--- config.mk ---
export PLATFORM = sky130hd
export DESIGN_NAME = adcseq_top
export DESIGN_NICKNAME = d
export VERILOG_FILES = /design/src/rtl/adcseq_pkg.sv /design/src/rtl/adcseq_sync.sv /design/src/rtl/adcseq_frame_edge.sv /design/src/rtl/adcseq_init_ctr.sv /design/src/rtl/adcseq_data_gate.sv /design/src/rtl/adcseq_top.sv
export SDC_FILE = /design/constraint.sdc
export NUM_CORES = 1
export LEC_CHECK = 0
export ABC_AREA = 1
export BUFFER_PORTS_ARGS = -buffer_cell sky130_fd_sc_hd__buf_2
export CAP_MARGIN = 20
export CORE_UTILIZATION = 52
export DETAILED_ROUTE_END_ITERATION = 12
export MAX_ROUTING_LAYER = met4
export PLACE_DENSITY = 0.93
export SKIP_LAST_GASP = 1
export SLEW_MARGIN = 10
export SYNTH_ARGS = -nofsm -noshare
export SYNTH_HDL_FRONTEND = slang
export SYNTH_SLANG_ARGS = --single-unit
--- constraint.sdc ---
create_clock -name clk_i -period 2.03 [get_ports clk_i]
set_input_delay 0.3045 -clock clk_i [delete_from_list [all_inputs] [get_ports clk_i]]
set_output_delay 0.3045 -clock clk_i [all_outputs]
set_load 0.01 [all_outputs]
--- src/rtl/adcseq_pkg.sv ---
package adcseq_pkg;
  typedef enum logic [1:0] {
    ST_OFF  = 2'd0,
    ST_WAIT = 2'd1,
    ST_INIT = 2'd2,
    ST_RUN  = 2'd3
  } seq_state_e;
endpackage

--- src/rtl/adcseq_sync.sv ---
module adcseq_sync #(
  parameter int   STAGES  = 2,
  parameter logic RST_VAL = 1'b1
) (
  input  logic clk_i,
  input  logic rst_i,
  input  logic d_i,
  output logic q_o
);
  logic [STAGES-1:0] chain_q;

  always_ff @(posedge clk_i) begin
    if (rst_i) chain_q <= {STAGES{RST_VAL}};
    else       chain_q <= {chain_q[STAGES-2:0], d_i};
  end

  assign q_o = chain_q[STAGES-1];
endmodule

--- src/rtl/adcseq_frame_edge.sv ---
module adcseq_frame_edge (
  input  logic clk_i,
  input  logic rst_i,
  input  logic ws_i,
  input  logic fall_sel_i,
  output logic evt_o
);
  logic ws_q, ws_qq;

  always_ff @(posedge clk_i) begin
    if (rst_i) begin
      ws_q  <= 1'b0;
      ws_qq <= 1'b0;
    end else begin
      ws_q  <= ws_i;
      ws_qq <= ws_q;
    end
  end

  assign evt_o = fall_sel_i ? (ws_qq & ~ws_q) : (ws_q & ~ws_qq);
endmodule

--- src/rtl/adcseq_init_ctr.sv ---
module adcseq_init_ctr #(
  parameter int CNT_W         = 13,
  parameter int MASTER_FRAMES = 4129,
  parameter int SLAVE_FRAMES  = 4132
) (
  input  logic             clk_i,
  input  logic             rst_i,
  input  logic             clear_i,
  input  logic             step_i,
  input  logic             slave_i,
  output logic [CNT_W-1:0] cnt_o,
  output logic             last_o
);
  localparam logic [CNT_W-1:0] M_TERM = CNT_W'(MASTER_FRAMES);
  localparam logic [CNT_W-1:0] S_TERM = CNT_W'(SLAVE_FRAMES);

  logic [CNT_W-1:0] cnt_q;
  logic [CNT_W-1:0] term;

  assign term = slave_i ? S_TERM : M_TERM;

  always_ff @(posedge clk_i) begin
    if (rst_i || clear_i)            cnt_q <= '0;
    else if (step_i && cnt_q != term) cnt_q <= cnt_q + 1'b1;
  end

  assign cnt_o  = cnt_q;
  assign last_o = (cnt_q == term - 1'b1);

  assert_cnt_bound_R7: assert property (@(posedge clk_i) disable iff (rst_i)
    cnt_q <= term);

  assert_cnt_saturate_R7: assert property (@(posedge clk_i) disable iff (rst_i)
    (cnt_q == term && !clear_i && $stable(slave_i)) |=> (cnt_q == $past(cnt_q)));
endmodule

--- src/rtl/adcseq_data_gate.sv ---
module adcseq_data_gate #(
  parameter int DATA_W = 24
) (
  input  logic              clk_i,
  input  logic              rst_i,
  input  logic              pass_i,
  input  logic [DATA_W-1:0] left_i,
  input  logic [DATA_W-1:0] right_i,
  output logic [DATA_W-1:0] left_o,
  output logic [DATA_W-1:0] right_o,
  output logic              zero_o
);
  always_ff @(posedge clk_i) begin
    if (rst_i) begin
      left_o  <= '0;
      right_o <= '0;
      zero_o  <= 1'b1;
    end else begin
      left_o  <= pass_i ? left_i  : '0;
      right_o <= pass_i ? right_i : '0;
      zero_o  <= ~pass_i;
    end
  end
endmodule

--- src/rtl/adcseq_top.sv ---
module adcseq_top
  import adcseq_pkg::*;
#(
  parameter int DATA_W        = 24,
  parameter int CNT_W         = 13,
  parameter int MASTER_FRAMES = 4129,
  parameter int SLAVE_FRAMES  = 4132,
  parameter int SYNC_STAGES   = 2
) (
  input  logic              clk_i,
  input  logic              rst_i,
  input  logic              pdn_i,
  input  logic              master_i,
  input  logic              i2s_i,
  input  logic              ws_i,
  input  logic [DATA_W-1:0] left_i,
  input  logic [DATA_W-1:0] right_i,
  output logic              filt_rst_o,
  output logic              zero_force_o,
  output logic              ready_o,
  output logic [DATA_W-1:0] left_o,
  output logic [DATA_W-1:0] right_o
);
  seq_state_e       st_q, st_nxt;
  logic             pd_up;
  logic             seen_q;
  logic             master_q, i2s_q;
  logic             evt;
  logic             ctr_clear, ctr_step, ctr_last;
  logic [CNT_W-1:0] ctr_val;

  adcseq_sync #(.STAGES(SYNC_STAGES), .RST_VAL(1'b1)) u_pd_sync (
    .clk_i (clk_i), .rst_i (rst_i), .d_i (pdn_i), .q_o (pd_up)
  );

  adcseq_frame_edge u_edge (
    .clk_i (clk_i), .rst_i (rst_i), .ws_i (ws_i),
    .fall_sel_i (i2s_q), .evt_o (evt)
  );

  assign ctr_clear = (st_q == ST_OFF) || (st_q == ST_WAIT);
  assign ctr_step  = (st_q == ST_INIT) && evt;

  adcseq_init_ctr #(
    .CNT_W (CNT_W), .MASTER_FRAMES (MASTER_FRAMES), .SLAVE_FRAMES (SLAVE_FRAMES)
  ) u_ctr (
    .clk_i (clk_i), .rst_i (rst_i), .clear_i (ctr_clear), .step_i (ctr_step),
    .slave_i (~master_q), .cnt_o (ctr_val), .last_o (ctr_last)
  );

  always_comb begin
    st_nxt = st_q;
    if (!pd_up) begin
      st_nxt = ST_OFF;
    end else begin
      unique case (st_q)
        ST_OFF:  if (seen_q) st_nxt = master_i ? ST_INIT : ST_WAIT;
        ST_WAIT: if (evt) st_nxt = ST_INIT;
        ST_INIT: if (evt && ctr_last) st_nxt = ST_RUN;
        ST_RUN:  st_nxt = ST_RUN;
        default: st_nxt = ST_OFF;
      endcase
    end
  end

  always_ff @(posedge clk_i) begin
    if (rst_i) begin
      st_q       <= ST_OFF;
      seen_q     <= 1'b0;
      master_q   <= 1'b0;
      i2s_q      <= 1'b0;
      filt_rst_o <= 1'b1;
      ready_o    <= 1'b0;
    end else begin
      st_q <= st_nxt;
      if (!pd_up) seen_q <= 1'b1;
      if (st_q == ST_OFF) begin
        master_q <= master_i;
        i2s_q    <= i2s_i;
      end
      filt_rst_o <= (st_nxt == ST_OFF) || (st_nxt == ST_WAIT);
      ready_o    <= (st_nxt == ST_RUN);
    end
  end

  adcseq_data_gate #(.DATA_W (DATA_W)) u_gate (
    .clk_i (clk_i), .rst_i (rst_i), .pass_i (st_nxt == ST_RUN),
    .left_i (left_i), .right_i (right_i),
    .left_o (left_o), .right_o (right_o), .zero_o (zero_force_o)
  );

  assert_no_start_before_pd_R2: assert property (@(posedge clk_i) disable iff (rst_i)
    !seen_q |-> filt_rst_o);

  assert_pd_forces_off_R3: assert property (@(posedge clk_i) disable iff (rst_i)
    !pd_up |=> (st_q == ST_OFF && filt_rst_o && !ready_o));

  assert_ready_after_init_R4: assert property (@(posedge clk_i) disable iff (rst_i)
    $rose(ready_o) |-> ($past(st_q) == ST_INIT && $past(evt)));

  assert_zero_until_run_R6: assert property (@(posedge clk_i) disable iff (rst_i)
    (st_q != ST_RUN) |-> (zero_force_o && left_o == '0 && right_o == '0));

  assert_ready_holds_R7: assert property (@(posedge clk_i) disable iff (rst_i)
    (ready_o && pd_up) |=> ready_o);

  assert_mode_frozen_R8: assert property (@(posedge clk_i) disable iff (rst_i)
    (st_q == ST_INIT || st_q == ST_RUN) |=> ($stable(master_q) && $stable(i2s_q)));
endmodule

# Yosys cells after proc, flatten, opt, wreduce, memory -nomap -nowiden
# Index checks and enable logic that the tools add are counted.
# word_totals
reg_bits	73
wordCells	44
output_inout_bits	51
input_bits	54
# op_classes
n_reduce_logical	9
bitwise	5
n_addsub	2
n_eq_ne	7
muxes	8
# op_table
operator	n
$add A13 B1 Y13 const B	1
$eq A13 B13 Y1	1
$ne A13 B13 Y1	1
$sub A13 B1 Y13 const B	1
$mux W2	5
$pmux W2 S4	1
$eq A2 B2 Y1 const B	3
$eq A2 B1 Y1 const B	2
$logic_not A2 Y1	2
$logic_and A1 B1 Y1	3
$logic_or A1 B1 Y1	3
$mux W3	1
$not A1 Y1	3
$and A1 B1 Y1	2
$reduce_or A2 Y1	1
$mux W1	1

# Logic depth before layout (Yosys ltp)
# Gate-level depths: netlist of the first run.
# logic_depth
word_depth	10
depth_mapped	10
depth_no_buf	9

# Modules after synthesis
# From an unflattened synthesis of the first run, not the netlist that was laid out.
# unflattened
cells_unflattened	327
hier_area_um2	2585.0
# modules_own_cells
module	area_each_um2	cells_each	seq_area_each_um2	n_inst
adcseq_data_gate	1388.8	152	980.9	1
adcseq_init_ctr	757.0	117	260.2	1
adcseq_top	304.0	40	140.1	1
adcseq_frame_edge	76.3	11	40.0	1
adcseq_sync	58.8	7	40.0	1

# Least setup slack after synthesis of the first run
# Ideal clock, no wire load.
# synth_timing
path_type	reg-to-reg
from	register u_ctr.cnt_q[0] (netlist: u_ctr.cnt_o[0])
to	register u_ctr.cnt_q[8] (netlist: u_ctr.cnt_o[8])
stages_incl_launch_ff	9
arrival_ps	1214
synth_period_minus_slack_ps	1347
required_time_ps	1898
setup_ps	132
n_path_buf	0
setup_slack_ps	683
path_cell_list	dfxtp_1 -> ha_1 -> inv_1 -> nor2_1 -> nand2_1 -> nand2_1 -> nand2_1 -> nand3_1 -> a21oi_1
# synth_between
elab_chain_cells	2
word_cells_on_any_way	3
classes_between	1 x add/sub; 1 x eq/ne; 1 x reduce/logical
# synth_rtl
item	line_no	text
from (decl)	adcseq_init_ctr.sv:17	logic [CNT_W-1:0] cnt_q;
from (signal assigned)	adcseq_init_ctr.sv:24	else if (step_i && cnt_q != term) cnt_q <= cnt_q + 1'b1;
parallel branches: the longest is 2 deep, another holds $add A13 B1 Y13	-	
# Several ways; the timed one is not identified.
# A chain may end at the register's enable or synchronous reset.

# Worst setup path after layout of the first run
# Same ends and word-level chain as after synthesis.

==> impl_metrics.yaml, run 1 <==
floorplan:
  rows: 26
  initial_core_util_pct: 54.5
  die_w_um: 75.4
  ios: 105
  die_h_um: 75.4
  core_um2: 5140
  dieArea_um2: 5680
layout:
  n_antenna_cell: 0
  postLayoutCoreUtil_pct: 69.2
  drive_above_1_share_pct: 37.2
  fillers: 377
  syn_to_final_growth_pct: 27.1
  layout_commonest_cell: "buf_2"
  final_nets: 515
  mostFrequentLayoutCells: "buf_2, inv_1, dfxtp_1, nand2_1, nor2_2"
synthesis:
  yosys_warnings: 0
  ys_types: 20
  synth.cell_area_um2: 2800
  synth_fp_nets: 408
  syn-mean-instance-area_um2: 7.93
  syn-instance-count: 353
  ys_seq_area_share_pct: 52.2
  ys_ff_latch: 73
worst_setup_path:
  start_kind: "flip-flop"
  cp.required_ps: 2250
  cp_max_fo: 8
  crit_path_start: "u_ctr.cnt_o[0]$_SDFFE_PP0P_"
  crit_arrival_ps: 1770
  cp_cell_sequence: "ha_1 > inv_1 > nor2_1 > nand2_1 > nand2_1 > nand2_1 > nand3_1 > a21oi_1"
  timing.rr.end: "u_ctr.cnt_o[8]$_SDFFE_PP0P_"
  worstSetupEndpointType: "flip-flop"
  cp_slowest_cell: "dfxtp_1"
  r2r_start: "u_ctr.cnt_o[0]$_SDFFE_PP0P_"
  r2r.worst_path.cells: 8
  r2r_slack_ps: 480
  max_stage_delay_ps: 470
  path_class: "reg -> reg"
  crit_top_cell: "nand2_1"
placement:
  io_buffer_count: 104
  gp_congestion: 0.895
  dp_hpwl_um: 4330
route:
  drt_pre_antenna_iters: 4
  vias: 2488
  viasPerCell: 4.65
  wl_per_cell_um: 11.2
  initialDrtViolationCount: 148
  drtAntennaViolNets: 0
  drcViolationCount: 0
  drt-total-wl_um: 5980
outcome:
  status: "finished clean"
sta:
  setup_violations: 0
  worstMarginPinSlew_ps: 412
  slew_viol_final: 0
  min_period_over_period_pct: 76.4
  relSlewSlack_pct: 72.4
  fin_tns_setup_ps: 0
  worst_hold_slack_ps: 149
  clock_skew_ps: 11.6
  rsz0062_at_grt: "false"
  fmax_ghz: 0.645
  hold_viol: 0
  fin_crit_ps: 1550
power_and_ir_drop:
  p_per_area_nw_per_um2: 799
  p_switching_mw: 0.652
  p_leak_nw: 1.84
  p_int_mw: 2.19
  swShare_pct: 22.9
  pwr-share-seq_pct: 52.1
  p_clk_share_pct: 40.2
  vdd_drop_max_v: 0.000687
  combPwrFrac_pct: 7.6
hold_path:
  min_from: "pdn_i"
  worstHoldPathType: "in -> reg"
  hold_depth: 2
  hold_end: "u_pd_sync.chain_q[0]$_SDFF_PP1_"
job:
  maxCapViolCount: 0
clocking:
  clkSinkCount: 73
  post_cts_buffers: 0
  cts_buffers: 9
  root_buffer: "clkbuf_8"
  clock_latency_ps: 340
  hold_buffers: 0
  cts_tree: "yes"
  clk_pin_slew_worst_paths_ps: 70
  cts_buffer_depth: 2
  cts-htree-levels: 3
  cts-resized-gates: 0
global_routing:
  grt_pass1_wl_um: 9230
  grt_max_degree: 51
  grt_pass1_vias: 2287
  grt_use_total_pct: 22.7
  antenna_found_initial: 0
  overflow: 0
[sequential cells by signal, summed over array words and instances, names as in the netlist, 2 cells and up]
register,count
u_gate.left_o,24
u_gate.right_o,24
u_ctr.cnt_o,13
st_q,2
u_pd_sync.chain_q,2
[worst max-delay path: cells and delay by family (launching register included)]
family | cells | cell delay [ps]
and+or+nand+nor | 5 | 510
DFF | 1 | 470
AOI/OAI and AO/OA | 1 | 60
buffers and inverters | 1 | 60
adders and majority gates | 1 | 320
[layout make-up]
cell class / instances / area (µm²) / share of cell area [%]
Clock buffer: 12 / 155 / 4.36
Clock inverter: 4 / 51.3 / 1.44
Inverter: 74 / 278 / 7.81
Multi-Input combinational cell: 195 / 970 / 27.3
Sequential cell: 73 / 1460 / 41.1
Tap cell: 70 / 87.6 / 2.46
Timing Repair Buffer: 107 / 556 / 15.6
[kinds of logic after synthesis]
group	Yosys count	share of synthesized area (%)
DFF	73	52.2
buffers and inverters	85	13.2
and+or+nand+nor	169	29.3
adders and majority gates	1	0.447
xor gates and xnor gates	3	0.939
AOI/OAI and AO/OA	22	3.93
[power by group through the flow]
stage | registers, mW | clock network [mW] | logic, mW
detailed placement | 1.51 | 0 | 0.218
CTS | 1.48 | 1.17 | 0.219
finish | 1.48 | 1.14 | 0.218
global placement | 1.51 | 0 | 0.208
floorplan | 1.53 | 0 | 0.117
global route | 1.49 | 1.23 | 0.242
[metal layers]
layer  vias up  track usage (%)  part of all wire (%)
met1      1108             23.3                    38
met2       112             37.7                    52
li1       1256                -                     -
met3        12             9.26                   8.9
met5         -                -                     0
met4         0             11.1                   1.2
[worst max path at each step]
stage / to / slack [ps]
2_1_floorplan: u_ctr.cnt_o[8]$_SDFFE_PP0P_ / 680
5_1_grt: u_ctr.cnt_o[8]$_SDFFE_PP0P_ / 270
6_report: u_ctr.cnt_o[8]$_SDFFE_PP0P_ / 480
3_5_place_dp: u_ctr.cnt_o[8]$_SDFFE_PP0P_ / 520
3_3_place_gp: u_ctr.cnt_o[12]$_SDFFE_PP0P_ / 590
4_1_cts: u_ctr.cnt_o[8]$_SDFFE_PP0P_ / 510
[through the flow]
step | cell area, µm² | power, mW | cells | worst slack [ps]
3_3_place_gp | 3350 | 1.72 | 519 | 585
5_1_grt | 3560 | 2.96 | 535 | 267
6_report | 3560 | 2.84 | 535 | 479
4_1_cts | 3560 | 2.87 | 535 | 513
3_5_place_dp | 3350 | 1.73 | 519 | 515
2_1_floorplan | 2800 | 1.64 | 353 | 683
[cell usage after synthesis]
master,number,area share [%]
nand3_4,1,0.63
a21oi_1,16,2.9
nand3_1,23,4.1
clkbuf_1,1,0.13
o21ai_0,6,1.1
xor2_1,2,0.63
dfxtp_1,73,52
nand2_1,57,7.6
nand3b_1,3,0.80
nand4_1,4,0.89
nor2_1,32,4.3
inv_1,73,9.8
or2_2,2,0.45
nand2_2,2,0.45
buf_2,4,0.71
nor2_2,45,10
xnor2_1,1,0.31
inv_2,1,0.13
buf_6,6,2.4
ha_1,1,0.45
No activity file was read; power rests on OpenSTA's default activity.
==> run 2: changes to the inputs <==
Settings changed: CORE_UTILIZATION 52 to 48, PLACE_DENSITY 0.93 to 0.87.
Clock period 2.03 ns to 1.6 ns, I/O delays scaled along.
==> run 2 against run 1 <==
  * Via count barely moved
  * Setup slack got worse by 370 ps
  * First-iteration DRC count grew 18%
  * Sequential power is 27% higher
  * Clock power is 9.6% higher
  * Combinational power grew 33%
  * Largest power group unchanged
  * Non-clock buffer count up 11
  * Final cell count up 2.2%
  * Wire length up 0.12%
  * Total power is 20% higher
==> impl_metrics.yaml, run 2 (synthesis gave the netlist of run 1 again) <==
layout:
  fillers: 452
  n_antenna_cell: 0
  mostFrequentLayoutCells: "buf_2, inv_1, dfxtp_1, nand2_1, nor2_2"
  postLayoutCoreUtil_pct: 65.3
  stdcell_area_um2: 3640
  drive_above_1_share_pct: 39.4
  final_nets: 526
  layout_commonest_cell: "buf_2"
  register_area_um2: 1460
  syn_to_final_growth_pct: 29.9
  multi_input_area_um2: 977
clocking:
  cts_buffers: 9
  clkSinkCount: 73
  root_buffer: "clkbuf_8"
  cts_buffer_depth: 2
  clk_pin_slew_worst_paths_ps: 80
  hold_buffers: 0
  cts_tree: "yes"
  cts-htree-levels: 3
  clock_latency_ps: 340
power_and_ir_drop:
  p_leak_nw: 1.89
  p_switching_mw: 0.845
  p_per_area_nw_per_um2: 941
  vdd_drop_max_v: 0.000693
  p_clk_share_pct: 36.6
  pwr-share-seq_pct: 54.9
  swShare_pct: 24.7
  p_int_mw: 2.58
  combPwrFrac_pct: 8.5
worst_setup_path:
  cp.required_ps: 1880
  r2r.worst_path.cells: 8
  crit_arrival_ps: 1780
  worstSetupEndpointType: "flip-flop"
  r2r_slack_ps: 110
  timing.rr.end: "u_gate.right_o[9]$_SDFF_PP0_"
  start_kind: "flip-flop"
  path_class: "reg -> reg"
  cp_max_fo: 8
  r2r_start: "u_ctr.cnt_o[8]$_SDFFE_PP0P_"
job:
  maxCapViolCount: 0
global_routing:
  overflow: 0
  grt_pass1_vias: 2390
  antenna_found_initial: 0
  grt_max_degree: 23
  grt_use_total_pct: 21.0
  grt_pass1_wl_um: 9690
sta:
  worstMarginPinSlew_ps: 368
  min_period_over_period_pct: 93.4
  clock_skew_ps: 12.3
  setup_violations: 0
  slew_viol_final: 0
  fmax_ghz: 0.669
  fin_crit_ps: 1490
  relSlewSlack_pct: 75.4
  hold_viol: 0
route:
  vias: 2489
  viasPerCell: 4.55
  drt_pre_antenna_iters: 4
  wl_per_cell_um: 10.9
  drtAntennaViolNets: 0
  initialDrtViolationCount: 175
  drt-total-wl_um: 5990
  drcViolationCount: 0
floorplan:
  rows: 27
  die_h_um: 78.4
  initial_core_util_pct: 50.2
  ios: 105
  core_um2: 5570
  die_w_um: 78.4
  dieArea_um2: 6140
placement:
  dp_hpwl_um: 4300
  place_area_um2: 3410
  gp_congestion: 0.888
  io_buffer_count: 104
hold_path:
  worstHoldPathType: "in -> reg"
  hold_end: "u_pd_sync.chain_q[0]$_SDFF_PP1_"
  min_from: "pdn_i"
  hold_depth: 2
outcome:
  status: "finished clean"
run 2: changes by cell type in the layout (fill, tap and decap cells not counted), sizes merged:
cell and change:
buf +10, bufinv -1, clkbuf -1, clkinv +3, clkinvlp -1
run 2: repair_timing:
action | 4_1_cts | 5_1_grt
buffers inserted | 0 | 2
setup endpoints to repair | 0 | 55
resized for setup | 0 | 5
run 2: power by group through the flow:
| stage | Clock (mW) | Combinational [mW] | Sequential (mW) |
|---|---|---|---|
| 2_1_floorplan | 0 | 0.148 | 1.94 |
| 3_3_place_gp | 0 | 0.272 | 1.92 |
| 3_5_place_dp | 0 | 0.280 | 1.92 |
| 4_1_cts | 1.28 | 0.281 | 1.88 |
| 5_1_grt | 1.37 | 0.325 | 1.88 |
| 6_report | 1.25 | 0.290 | 1.88 |
run 2: worst max path at each step:
stage | depth (start not counted) | from | end
global route | 9 | u_ctr.cnt_o[5]$_SDFFE_PP0P_ | u_gate.right_o[9]$_SDFF_PP0_
detailed placement | 7 | u_ctr.cnt_o[0]$_SDFFE_PP0P_ | u_ctr.cnt_o[8]$_SDFFE_PP0P_
finish | 8 | u_ctr.cnt_o[8]$_SDFFE_PP0P_ | u_gate.right_o[9]$_SDFF_PP0_
global placement | 8 | u_ctr.cnt_o[0]$_SDFFE_PP0P_ | u_ctr.cnt_o[12]$_SDFFE_PP0P_
floorplan | 8 | u_ctr.cnt_o[0]$_SDFFE_PP0P_ | u_ctr.cnt_o[8]$_SDFFE_PP0P_
CTS | 9 | u_ctr.cnt_o[0]$_SDFFE_PP0P_ | u_gate.left_o[14]$_SDFF_PP0_
run 2: stage by stage:
stage | power [mW] | setup slack, ps | cells | hold WS [ps] | setup TNS (ps)
floorplan | 2.08 | 253 | 353 | 309 | 0
global placement | 2.19 | 171 | 529 | 399 | 0
detailed placement | 2.20 | 70.3 | 529 | 400 | 0
CTS | 3.44 | 56.0 | 544 | 68.9 | 0
global route | 3.58 | -5.41 | 547 | 88.8 | -5.41
finish | 3.43 | 106 | 547 | 85.3 | 0
run 2: area by class of cell:
cell class                 instances  share of cell area, %
clock inverter                     5                  0.894
sequential                        73                   40.2
clock buffer                      10                   3.78
inverter                          74                   7.63
multi-input combinational        195                   26.9
tap                               72                   2.48
timing repair buffer             118                   18.1
run 2: worst max-delay path, cell delays in order (launching register included):
cell     delay [ps]
dfxtp_1         360
inv_1           100
nand3_1          80
nor2_1          180
nand3_1         140
nand2_2         110
nand3_4         150
buf_4           240
nor2_1           90
run 2: layer usage:
metal  vias to the layer above  track usage [%]  share of wire (%)
li1                       1277                -                  -
met1                      1107             21.8                 41
met2                        94             35.1                 49
met3                        11             8.14                8.1
met4                         0             10.0                1.5
met5                         -                -                  0
==> run 3: changes to the inputs <==
Settings changed: CORE_UTILIZATION 48 to 30, PLACE_DENSITY 0.87 to 0.63, SYNTH_HIERARCHICAL set to 1.
==> run 3 against run 2 <==
  * The flow now finishes with violations (setup timing)
  * First-iteration DRC count is 43% lower
  * Final cell count is 4.4% higher
  * Area after synthesis is 7.7% lower
  * Wire length is 1.2% higher
  * Total power is 18% higher
  * Sequential power hardly changed
  * Sequential share of layout area is 1.6 points lower
  * Count of clock-buffer cells in the layout stayed put
  * Setup slack worse by 240 ps
  * Clock skew is 4.1 ps lower
==> impl_metrics.yaml, run 3 <==
power_and_ir_drop:
  p_per_area_nw_per_um2: 1070
  p_leak_nw: 2.09
  vdd_drop_max_v: 0.000753
clocking:
  clk_pin_slew_worst_paths_ps: 80
  clock_latency_ps: 340
  cts-htree-levels: 3
  clkSinkCount: 73
  root_buffer: "clkbuf_8"
  hold_buffers: 0
  cts_buffer_depth: 2
  cts_buffers: 9
  cts_tree: "yes"
global_routing:
  grt_max_degree: 50
  grt_pass1_vias: 2071
  overflow: 0
  antenna_found_initial: 0
  grt_pass1_wl_um: 8530
  grt_use_total_pct: 12.7
worst_setup_path:
  cp_cell_sequence: "nor2_2 > nand3_2 > nor3_2 > and3_1 > nand2_1 > a21oi_2 > nand2_2 > nor2_4 > nand2_4 > clkbuf_16 > nor2_1"
  worstSetupEndpointType: "flip-flop"
  crit_family: "simple AND/OR/NAND/NOR gates"
  crit_buf_inv: 1
  cp.required_ps: 1870
  path_class: "reg -> reg"
  start_kind: "flip-flop"
  cp_max_fo: 6
  max_stage_delay_ps: 320
  cp_slowest_cell: "dfxtp_2"
  crit_arrival_ps: 2000
sta:
  clock_skew_ps: 8.27
  fin_crit_ps: 1730
  worstMarginPinSlew_ps: 383
  slew_viol_final: 0
  min_period_over_period_pct: 108
  setup_violations: 49
  setup_slack_ps: -129
  hold_viol: 0
  relSlewSlack_pct: 74.3
  rsz0062_at_grt: "true"
  worst_hold_slack_ps: 68.8
  fmax_ghz: 0.578
synthesis:
  yosys.area.top_type_share_pct: 56.5
  async_reset_ff_share_pct: 0
  syn-instance-count: 327
  synth_fp_nets: 382
  yosys-top-cells-area: "dfxtp_1, nor2_1, inv_1"
  synthTopCellsByCount: "nor2_1, inv_1, dfxtp_1"
  ys_types: 25
  synth.most_common_cell: "nor2_1"
  synth_area_leader_cell: "dfxtp_1"
  synth.cell_area_um2: 2580
  synth-edff-count: 0
  syn-mean-instance-area_um2: 7.91
  yosys_most_used_dff: "dfxtp_1"
  yosys_warnings: 6
  ys_ff_latch: 73
  ys_seq_area_share_pct: 56.5
placement:
  dp.cells: 548
  place_area_um2: 3340
  dp_slack_ps: -118
  io_buffer_count: 104
  dp_hpwl_um: 4000
  gp_congestion: 0.767
floorplan:
  core_um2: 8260
  dieArea_um2: 8990
  rows: 33
  initial_core_util_pct: 31.3
  ios: 105
  die_h_um: 94.8
  die_w_um: 94.8
route:
  drcViolationCount: 0
  viasPerCell: 4.13
  met2_length_um: 2910
  wl_met1_um: 2720
  initialDrtViolationCount: 100
  drt-total-wl_um: 6060
  wl_met3_um: 361
  top_layer: "met4"
  vias: 2356
  wl_per_cell_um: 10.6
  drtAntennaViolNets: 0
  drt_pre_antenna_iters: 4
layout:
  drive_above_1_share_pct: 40.8
  n_antenna_cell: 0
  final_nets: 517
  postLayoutCoreUtil_pct: 46.0
  multi_input_area_um2: 865
  stdcell_count: 571
  layout_commonest_cell: "buf_2"
  fillers: 816
  stdcell_area_um2: 3800
  register_area_um2: 1470
  mostFrequentLayoutCells: "buf_2, nor2_1, inv_1, dfxtp_1, nand2_1"
  syn_to_final_growth_pct: 47.0
outcome:
  status: "complete, but fails checks"
  violations: "setup timing"
hold_path:
  worstHoldPathType: "in -> reg"
job:
  maxCapViolCount: 0
==> run 3: timing repair <==
action,in CTS,in global routing
pin swaps,0,15
gates cloned,0,4
setup endpoints to repair,50,56
setup buffers,0,4
resized for setup,1,35
==> run 3: final timing paths <==
| kind | start | to | slack, ps | depth (start not counted) |
|---|---|---|---|---|
| worst max-delay path | u_ctr/cnt_o[7]$_SDFFE_PP0P_ | u_gate/right_o[16]$_SDFF_PP0_ | -130 | 11 |
| worst min-delay path | pdn_i | u_pd_sync/chain_q[0]$_SDFF_PP1_ | 70 | 3 |
| worst max register to register | u_ctr/cnt_o[7]$_SDFFE_PP0P_ | u_gate/right_o[16]$_SDFF_PP0_ | -130 | 11 |
| worst min register to register | u_pd_sync/chain_q[0]$_SDFF_PP1_ | u_pd_sync/chain_q[1]$_SDFF_PP1_ | 420 | 2 |
==> run 3: power breakdown <==
group / total (mW) / switching, mW / internal, mW
registers: 1.89 / 0.0251 / 1.86
clock network: 1.83 / 0.639 / 1.19
logic: 0.336 / 0.179 / 0.156
total: 4.05 / 0.843 / 3.21
==> run 3: area by class of cell <==
type                            count  share of cell area (%)
Clock buffer                       10                    3.36
Clock inverter                      5                    3.39
Inverter                           80                    7.91
Multi-Input combinational cell    167                    22.8
Sequential cell                    73                    38.6
Tap cell                          105                    3.46
Timing Repair Buffer              131                    20.5
==> run 3: worst reg2reg max path: cells and delay by family (launching register included) <==
family / cells / cell delay, ps
buf+inv: 1 / 190
flops: 1 / 320
simple gates: 9 / 1020
compound gates: 1 / 150
==> run 3: logic make-up (layout without fill, tap and decap cells) <==
logic type      after synthesis  count (layout)  synth area share [%]
flops                        73              73                  56.5
buf+inv                      87             226                  13.8
compound gates               14              14                  3.15
xor+xnor                      2               2                 0.678
simple gates                150             150                  25.4
fa+ha+maj                     1               1                 0.484
==> run 3: through the flow <==
stage | total power [mW] | setup TNS (ps)
floorplan | 2.08 | 0
global placement | 2.21 | -1720
detailed placement | 2.22 | -4930
CTS | 4.06 | -5800
global route | 4.23 | -10410
finish | 4.05 | -4900
==> run 3: layer usage <==
metal	track usage [%]	vias up
met3	5.31	5
met1	15.0	1059
li1	-	1220
met5	-	-
met2	19.4	72
met4	4.67	0
